## config.mk

```make
export PLATFORM = sky130hd
export DESIGN_NAME = rx_da_filter
export DESIGN_NICKNAME = d
export VERILOG_FILES = /design/src/rtl/rx_da_filter_pkg.sv /design/src/rtl/da_hash_index.sv /design/src/rtl/da_perfect_match.sv /design/src/rtl/da_cfg_regs.sv /design/src/rtl/rx_da_filter.sv
export SDC_FILE = /design/constraint.sdc
export NUM_CORES = 2
export LEC_CHECK = 0
export BUFFER_PORTS_ARGS = -buffer_cell sky130_fd_sc_hd__buf_2
export CORE_AREA = 5 5 275 277
export CTS_BUF_LIST = sky130_fd_sc_hd__clkbuf_8 sky130_fd_sc_hd__clkbuf_16
export DETAILED_ROUTE_END_ITERATION = 16
export DIE_AREA = 0 0 280 282
export PLACE_DENSITY = 0.84
export SETUP_SLACK_MARGIN = 0.3
export SYNTH_ARGS = -nofsm -noshare
export SYNTH_HDL_FRONTEND = slang
export SYNTH_SLANG_ARGS = --single-unit
```

## constraint.sdc

```tcl
create_clock -name clk -period 9.2 [get_ports clk]
set_input_delay 0.92 -clock clk [delete_from_list [all_inputs] [get_ports clk]]
set_output_delay 0.92 -clock clk [all_outputs]
set_load 0.005 [all_outputs]
```

## src/rtl/rx_da_filter_pkg.sv

```systemverilog
package rx_da_filter_pkg;
    localparam int DA_W       = 48;
    localparam int WORD_W     = 32;
    localparam int HASH_IDX_W = 6;
    localparam int HASH_BINS  = 1 << HASH_IDX_W;
    localparam logic [31:0] CRC_POLY_REFL = 32'hEDB8_8320;

    // configuration word indices
    localparam int CFG_MODE     = 0;
    localparam int CFG_HASH_LO  = 1;
    localparam int CFG_HASH_HI  = 2;
    localparam int CFG_ENT_BASE = 4;
    localparam int ENT_EN_BIT   = 31;

    // bit0 promisc ... bit4 rx_all
    typedef struct packed {
        logic rx_all;
        logic bcast_dis;
        logic hash_mc;
        logic pass_mc;
        logic promisc;
    } mode_t;
    localparam int MODE_W = $bits(mode_t);
endpackage

```

## src/rtl/da_hash_index.sv

```systemverilog
module da_hash_index
    import rx_da_filter_pkg::*;
#(
    parameter int AW = DA_W,
    parameter int IW = HASH_IDX_W
) (
    input  logic [AW-1:0] da,
    output logic [IW-1:0] idx
);
    always_comb begin
        logic [31:0] crc;
        logic        fb;
        crc = '1;
        // serial reflected CRC, wire order = da[0] first
        for (int b = 0; b < AW; b++) begin
            fb  = crc[0] ^ da[b];
            crc = {1'b0, crc[31:1]} ^ (fb ? CRC_POLY_REFL : 32'h0);
        end
        crc = ~crc;
        // top bits of the bit-reversed value = low bits reversed
        for (int k = 0; k < IW; k++) begin
            idx[IW-1-k] = crc[k];
        end
    end
endmodule

```

## src/rtl/da_perfect_match.sv

```systemverilog
module da_perfect_match
    import rx_da_filter_pkg::*;
#(
    parameter int N_ENT = 17,
    parameter int AW    = DA_W
) (
    input  logic [N_ENT-1:0][AW-1:0] ent_addr,
    input  logic [N_ENT-1:0]         ent_en,
    input  logic [AW-1:0]            da,
    output logic                     hit
);
    logic [N_ENT-1:0] hit_vec;

    for (genvar e = 0; e < N_ENT; e++) begin : g_ent
        assign hit_vec[e] = ent_en[e] && (ent_addr[e] == da);
    end

    assign hit = |hit_vec;
endmodule

```

## src/rtl/da_cfg_regs.sv

```systemverilog
module da_cfg_regs
    import rx_da_filter_pkg::*;
#(
    parameter int N_ENT  = 17,
    parameter int CFG_AW = 6
) (
    input  logic                        clk,
    input  logic                        rst_n,
    input  logic                        cfg_we,
    input  logic [CFG_AW-1:0]           cfg_addr,
    input  logic [WORD_W-1:0]           cfg_wdata,
    output logic [N_ENT-1:0][DA_W-1:0]  ent_addr,
    output logic [N_ENT-1:0]            ent_en,
    output logic [HASH_BINS-1:0]        hash_tbl,
    output mode_t                       mode
);
    typedef struct packed {
        logic [N_ENT-1:0][DA_W-1:0] addr;
        logic [N_ENT-1:0]           en;
        logic [HASH_BINS-1:0]       hash;
        mode_t                      mode;
    } cfg_t;

    cfg_t cfg_d, cfg_q;

    always_comb begin
        cfg_d = cfg_q;
        if (cfg_we) begin
            if (cfg_addr == CFG_AW'(CFG_MODE))
                cfg_d.mode = mode_t'(cfg_wdata[MODE_W-1:0]);
            if (cfg_addr == CFG_AW'(CFG_HASH_LO))
                cfg_d.hash[WORD_W-1:0] = cfg_wdata;
            if (cfg_addr == CFG_AW'(CFG_HASH_HI))
                cfg_d.hash[HASH_BINS-1:WORD_W] = cfg_wdata;
            for (int e = 0; e < N_ENT; e++) begin
                if (cfg_addr == CFG_AW'(CFG_ENT_BASE + 2*e))
                    cfg_d.addr[e][WORD_W-1:0] = cfg_wdata;
                if (cfg_addr == CFG_AW'(CFG_ENT_BASE + 2*e + 1)) begin
                    cfg_d.addr[e][DA_W-1:WORD_W] = cfg_wdata[DA_W-WORD_W-1:0];
                    cfg_d.en[e] = (e != 0) && cfg_wdata[ENT_EN_BIT];
                end
            end
        end
    end

    always_ff @(posedge clk or negedge rst_n) begin
        if (!rst_n) cfg_q <= '0;
        else        cfg_q <= cfg_d;
    end

    assign ent_addr = cfg_q.addr;
    assign ent_en   = cfg_q.en | N_ENT'(1);
    assign hash_tbl = cfg_q.hash;
    assign mode     = cfg_q.mode;


    mode_wr_chk: assert property (@(posedge clk) disable iff (!rst_n)
        (cfg_we && cfg_addr == CFG_AW'(CFG_MODE)) |=> (mode == $past(cfg_wdata[MODE_W-1:0])));
endmodule

```

## src/rtl/rx_da_filter.sv

```systemverilog
module rx_da_filter
    import rx_da_filter_pkg::*;
#(
    parameter int N_EXTRA = 16,
    parameter int CFG_AW  = $clog2(CFG_ENT_BASE + 2*(N_EXTRA+1))
) (
    input  logic              clk,
    input  logic              rst_n,
    input  logic              cfg_we,
    input  logic [CFG_AW-1:0] cfg_addr,
    input  logic [31:0]       cfg_wdata,
    input  logic              da_valid,
    input  logic [47:0]       da,
    output logic              out_valid,
    output logic              out_accept,
    output logic              out_da_fail
);
    localparam int N_ENT = N_EXTRA + 1;

    typedef struct packed {
        logic                  vld;
        logic                  grp;
        logic                  bcast;
        logic                  uc_hit;
        logic [HASH_IDX_W-1:0] idx;
    } s1_t;

    typedef struct packed {
        logic vld;
        logic acc;
        logic fail;
    } s2_t;

    logic [N_ENT-1:0][DA_W-1:0] ent_addr;
    logic [N_ENT-1:0]           ent_en;
    logic [HASH_BINS-1:0]       hash_tbl;
    mode_t                      mode_w;
    logic [HASH_IDX_W-1:0]      idx_w;
    logic                       hit_w;
    logic                       pass_w;

    s1_t s1_d, s1_q;
    s2_t s2_d, s2_q;

    da_cfg_regs #(.N_ENT(N_ENT), .CFG_AW(CFG_AW)) cfg_i (
        .clk      (clk),
        .rst_n    (rst_n),
        .cfg_we   (cfg_we),
        .cfg_addr (cfg_addr),
        .cfg_wdata(cfg_wdata),
        .ent_addr (ent_addr),
        .ent_en   (ent_en),
        .hash_tbl (hash_tbl),
        .mode     (mode_w)
    );

    da_hash_index #(.AW(DA_W), .IW(HASH_IDX_W)) hash_i (
        .da (da),
        .idx(idx_w)
    );

    da_perfect_match #(.N_ENT(N_ENT), .AW(DA_W)) match_i (
        .ent_addr(ent_addr),
        .ent_en  (ent_en),
        .da      (da),
        .hit     (hit_w)
    );

    always_comb begin
        s1_d.vld    = da_valid;
        s1_d.grp    = da_valid & da[0];
        s1_d.bcast  = da_valid & (&da);
        s1_d.uc_hit = da_valid & ~da[0] & hit_w;
        s1_d.idx    = da_valid ? idx_w : '0;

        pass_w = mode_w.promisc
               | s1_q.uc_hit
               | (s1_q.grp & (mode_w.pass_mc
                             | (mode_w.hash_mc & hash_tbl[s1_q.idx])
                             | (s1_q.bcast & ~mode_w.bcast_dis)));

        s2_d.vld  = s1_q.vld;
        s2_d.acc  = s1_q.vld & (pass_w | mode_w.rx_all);
        s2_d.fail = s1_q.vld & ~pass_w;
    end

    always_ff @(posedge clk or negedge rst_n) begin
        if (!rst_n) begin
            s1_q <= '0;
            s2_q <= '0;
        end else begin
            s1_q <= s1_d;
            s2_q <= s2_d;
        end
    end

    assign out_valid   = s2_q.vld;
    assign out_accept  = s2_q.acc;
    assign out_da_fail = s2_q.fail;


    lat_on_chk: assert property (@(posedge clk) disable iff (!rst_n)
        da_valid |-> ##2 out_valid);

    lat_off_chk: assert property (@(posedge clk) disable iff (!rst_n)
        !da_valid |-> ##2 !out_valid);

    idle_quiet_chk: assert property (@(posedge clk) disable iff (!rst_n)
        !out_valid |-> (!out_accept && !out_da_fail));

    promisc_pass_chk: assert property (@(posedge clk) disable iff (!rst_n)
        (out_valid && mode_w.promisc && $past(mode_w.promisc)) |-> (out_accept && !out_da_fail));

    rx_all_pass_chk: assert property (@(posedge clk) disable iff (!rst_n)
        (out_valid && mode_w.rx_all && $past(mode_w.rx_all)) |-> out_accept);
endmodule

```

# Yosys cells after proc, flatten, opt, wreduce, memory -nomap -nowiden
# Cells that the tools add are included.
# word_totals
reg_bits	914
input_bits	90
output_inout_bits	3
wordCells	339
# op_classes
magnitude_cmp	1
n_eq_ne	53
n_mux	51
n_bitwise	113
reduce_logical	56
# op_table
operator	n
48-bit == test	17
32-bit two-way mux	22
31-bit by 32-bit bitwise XOR with 32-bit output	21
6-bit by 5-bit == test with 1-bit output (second input constant)	16
2-bit AND reduction	37
16-bit two-way mux	4
10-bit two-way mux	6
28-bit two-way mux	2
25-bit two-way mux	2
6-bit by 4-bit == test with 1-bit output (second input constant)	8
48-bit AND reduction	1
1-bit bitwise XOR	47
22-bit two-way mux	2
6-bit == test (second input constant)	6
31-bit two-way mux	1
31-bit inverter	1
31-bit bitwise XOR	1
30-bit two-way mux	1
30-bit bitwise XOR	1
29-bit bitwise XOR	1
28-bit bitwise XOR	1
27-bit two-way mux	1
27-bit bitwise XOR	1
26-bit bitwise XOR	1
38 further kinds	73

# Depth between registers and ports, before layout
# depth
depth_word	145
depth_mapped	11
mapped_depth_nobuf	10

# Cells and area by module
# From an unflattened synthesis, not the netlist that was laid out.
# hier_totals
hier_cells	3593
hier_area_um2	47678.2
# modules_own_cells
module	n_inst	cells_each	area_per_inst_um2	seq_area_each_um2
da_cfg_regs	1	2042	33967.6	22546.6
da_perfect_match	1	1247	10000.8	0.0
da_hash_index	1	198	2528.7	0.0
rx_da_filter	1	106	1181.1	325.3

# Least setup slack after synthesis
# No wires, ideal clock.
# synth_path
kind	input -> register
start	in da[0]
end	reg s1_q[0] (netlist name)
arrival_time_ps	4546
path_slack_ps	4535
stages	11
path_buffers	1
cell_sequence	ha_1 -> buf_2 -> xor3_2 -> xnor3_2 -> xnor3_2 -> xnor3_1 -> xnor2_2 -> xnor3_1 -> xnor3_1 -> xnor3_1 -> and2_1
# synth_lines
element	line	rtl
start: declaration	rx_da_filter.sv:13	input logic [47:0] da,
end signal: assignment	rx_da_filter.sv:89	s1_q <= '0;
end signal: assignment	rx_da_filter.sv:92	s1_q <= s1_d;
end: declaration	rx_da_filter.sv:42	s1_t s1_d, s1_q;

==> results.yml <==
global_routing:
  grt_overflow_total: 0
  track_usage: 0.3942
  grt_pass1_wl_mm: 225.3
  grt_pass1_vias: 32770
  antenna_found_initial: 12
  grt_max_degree: 161
layout:
  mostFrequentLayoutCells: "dfrtp_1, mux2_2, xnor2_1"
  fillers: 4846
  seqCellArea_sq_mm: 0.02287
  drive_gt1_frac: 0.3426
  finalInstanceArea_sq_mm: 0.05150
  layout_commonest_cell: "dfrtp_1"
  syn_to_final_growth_pct: 9.887
  final_nets: 3730
  multi_input_area_sq_mm: 0.02269
worst_setup_path:
  crit_buf_inv: 2
  cp_slowest_cell: "xor3_2"
  max_stage_delay_ns: 0.53
  crit_top_cell: "xnor3_1"
  critPathKind: "in2reg"
  cp.arrival_ns: 5.52
  startpoint_type: "input pin"
  cp_max_fo: 25
  critPathCaptureType: "register"
  path_cells: "buf_2, buf_4, ha_1, xor3_2, xnor3_2, xnor3_2, xnor3_1, xnor2_2, xnor3_1, xnor3_1, xnor3_1, and2_1"
  cpLargestDelayFamily: "XOR/XNOR gates"
  worstPathRequired_ns: 9.75
detailed_routing:
  first_pass_iters: 6
  vias_per_cell: 6.822
  drt-wirelength-per-cell_um: 33.28
  postRouteAntennaNets: 0
  wirelength_mm: 155.7
  vias: 31930
  drt-initial-drc-count: 3915
  drc: 0
floorplanning:
  rows: 99
  initial_core_util: 0.6456
  die_w_um: 280
  ios: 93
  dieArea_sq_mm: 0.07896
  core_sq_mm: 0.07259
  die_h_um: 282
clocking:
  cts-root-to-sink-buffers: 3
  cts_max_level: 3
  cts.sink_count: 914
  clock-root-buffer: "clkbuf_16"
  worstSkewPairLatency_ns: 0.68
  cts_resized: 0
  cts_tree: "built"
  numCtsBuffers: 94
  path_clk_slew_ns: 0.06
  cts-hold-fix-buffers: 0
  cts_setup_buffers: 0
sta:
  worst_pin_slew_ns: 1.098
  fin_crit_sh: 0.5407
  relSlewSlack: 0.2683
  finClkSkew_ns: 0.02162
  setup_viol: 0
  grt_setup_unrepaired: "false"
  final-max-slew-violation-count: 0
  hold_viol: 0
  max_freq_mhz: 201.0
  fin_crit_ns: 4.974
  setup_tns_ns: 0
job:
  cap_violations: 0
logic_synthesis:
  synth_top_area_share: 0.4881
  syn_area_sq_mm: 0.04686
  synth_warnings: 0
  yosys_most_used_dff: "dfrtp_1"
  ys_seq_area_frac: 0.4881
  synth.area.top_cells: "dfrtp_1, mux2_2, xnor2_1"
  ys_types: 57
  yosysTopAreaCell: "dfrtp_1"
  synthArstFlopShare: 1.000
  avgSynthCellArea_sq_um: 12.94
  synth-edff-count: 0
  synthCells: 3622
  synth_nets: 3715
  ys_ff_latch: 914
placed_design:
  gp_congestion: 0.9403
  dpl_cell_area_sq_mm: 0.04832
  dp_hpwl_mm: 87.88
  io_buffers: 92
hold_path:
  worstHoldPathType: "in2async"
power:
  ir_drop_uv: 864.7
  leakage_nw: 24.07
  power_density_mw_per_mm2: 294.2
status:
  outcome: "finished, final reports clean"
[metal layers]
layer / global-route usage / vias to the layer above / part of all wire
li1: - / 12650 / -
met1: 0.5237 / 16320 / 0.36
met2: 0.5745 / 2289 / 0.43
met3: 0.1476 / 660 / 0.14
met4: 0.1985 / 10 / 0.065
met5: 0 / - / 0.00044
[worst register-to-register path: cells and delay by family (launching register included)]
kind	cells	cell delay (ns)
mux	1	0.44
simple gates	1	0.11
flops	1	0.95
compound gates	6	1.40
[Yosys cell counts (all sizes together) (4+ instances only)]
| cell | number |
|---|---|
| xor3 | 14 |
| a22oi | 20 |
| xnor3 | 48 |
| nor2 | 16 |
| nor3 | 24 |
| nand2b | 5 |
| nand4 | 119 |
| buf | 129 |
| nand3 | 16 |
| inv | 64 |
| o2bb2ai | 6 |
| a221oi | 11 |
| and2 | 7 |
| a222oi | 11 |
| nor4 | 123 |
| a22o | 4 |
| dfrtp | 914 |
| xor2 | 410 |
| mux2 | 879 |
| clkbuf | 155 |
| xnor2 | 463 |
| o22ai | 31 |
| nand2 | 53 |
| a21oi | 6 |
| nor2b | 5 |
| mux4 | 16 |
| o21ai | 34 |
[path summary, 6_finish.rpt]
path | depth (start not counted) | to | from | slack (ns)
max in group asynchronous | 3 | cfg_i.ent_addr[395] | rst_n | 6.72
hold / removal | 1 | cfg_i.ent_addr[348] | rst_n | 0.27
setup reg to reg | 8 | out_accept | s1_q[1] | 6.20
setup / recovery | 12 | s1_q[0] | da[0] | 4.23
min in group clk | 0 | out_valid | s1_q[9] | 0.41
hold reg to reg | 0 | out_valid | s1_q[9] | 0.41
[final cells by class]
type | count | area share
Sequential cell | 914 | 0.4441
Multi-Input combinational cell | 2359 | 0.4406
Clock buffer | 119 | 0.05280
Timing Repair Buffer | 203 | 0.02556
Tap cell | 959 | 0.02330
Clock inverter | 53 | 0.008455
Inverter | 65 | 0.004738
Antenna cell | 8 | 0.0003887
[registers in the layout (all words and copies together) (netlist names)]
| register | cells |
|---|---|
| cfg_i.ent_addr | 816 |
| cfg_i.hash_tbl | 64 |
| cfg_i.ent_en | 16 |
| s1_q | 10 |
| cfg_i.mode | 5 |
| out_accept | 1 |
| out_da_fail | 1 |
| out_valid | 1 |
[stage by stage]
step | hold WS, ns | util | std cells | setup WS [ns] | power [W]
floorplan | 0.3671 | - | 3622 | 4.535 | 0.01014
global placement | 0.3839 | 0.6657 | 4500 | 3.678 | 0.01113
detailed placement | 0.3863 | 0.6657 | 4500 | 3.620 | 0.01129
CTS | 0.2837 | 0.7092 | 4672 | 4.292 | 0.01516
global route | 0.3114 | 0.7092 | 4674 | 4.132 | 0.01583
finish | 0.2671 | 0.7094 | 4680 | 4.226 | 0.01515
[kinds of logic (layout without fill, tap and decap cells)]
logic type	Yosys count	count (layout)	share of synthesized area
buf+inv	349	440	0.02849
flops	914	914	0.4881
xor+xnor	935	935	0.1952
compound gates	143	143	0.02163
mux	895	895	0.2189
fa+ha+maj	3	3	0.0008010
other cells	0	8	0
simple gates	383	383	0.04694
[power by group]
group          internal (W)  switching [W]  total, W
clock               0.00222        0.00165   0.00388
combinational       0.00374        0.00252   0.00626
sequential          0.00462       0.000394   0.00501
total                0.0106        0.00457    0.0152
Power figures use the tool's default switching activity.
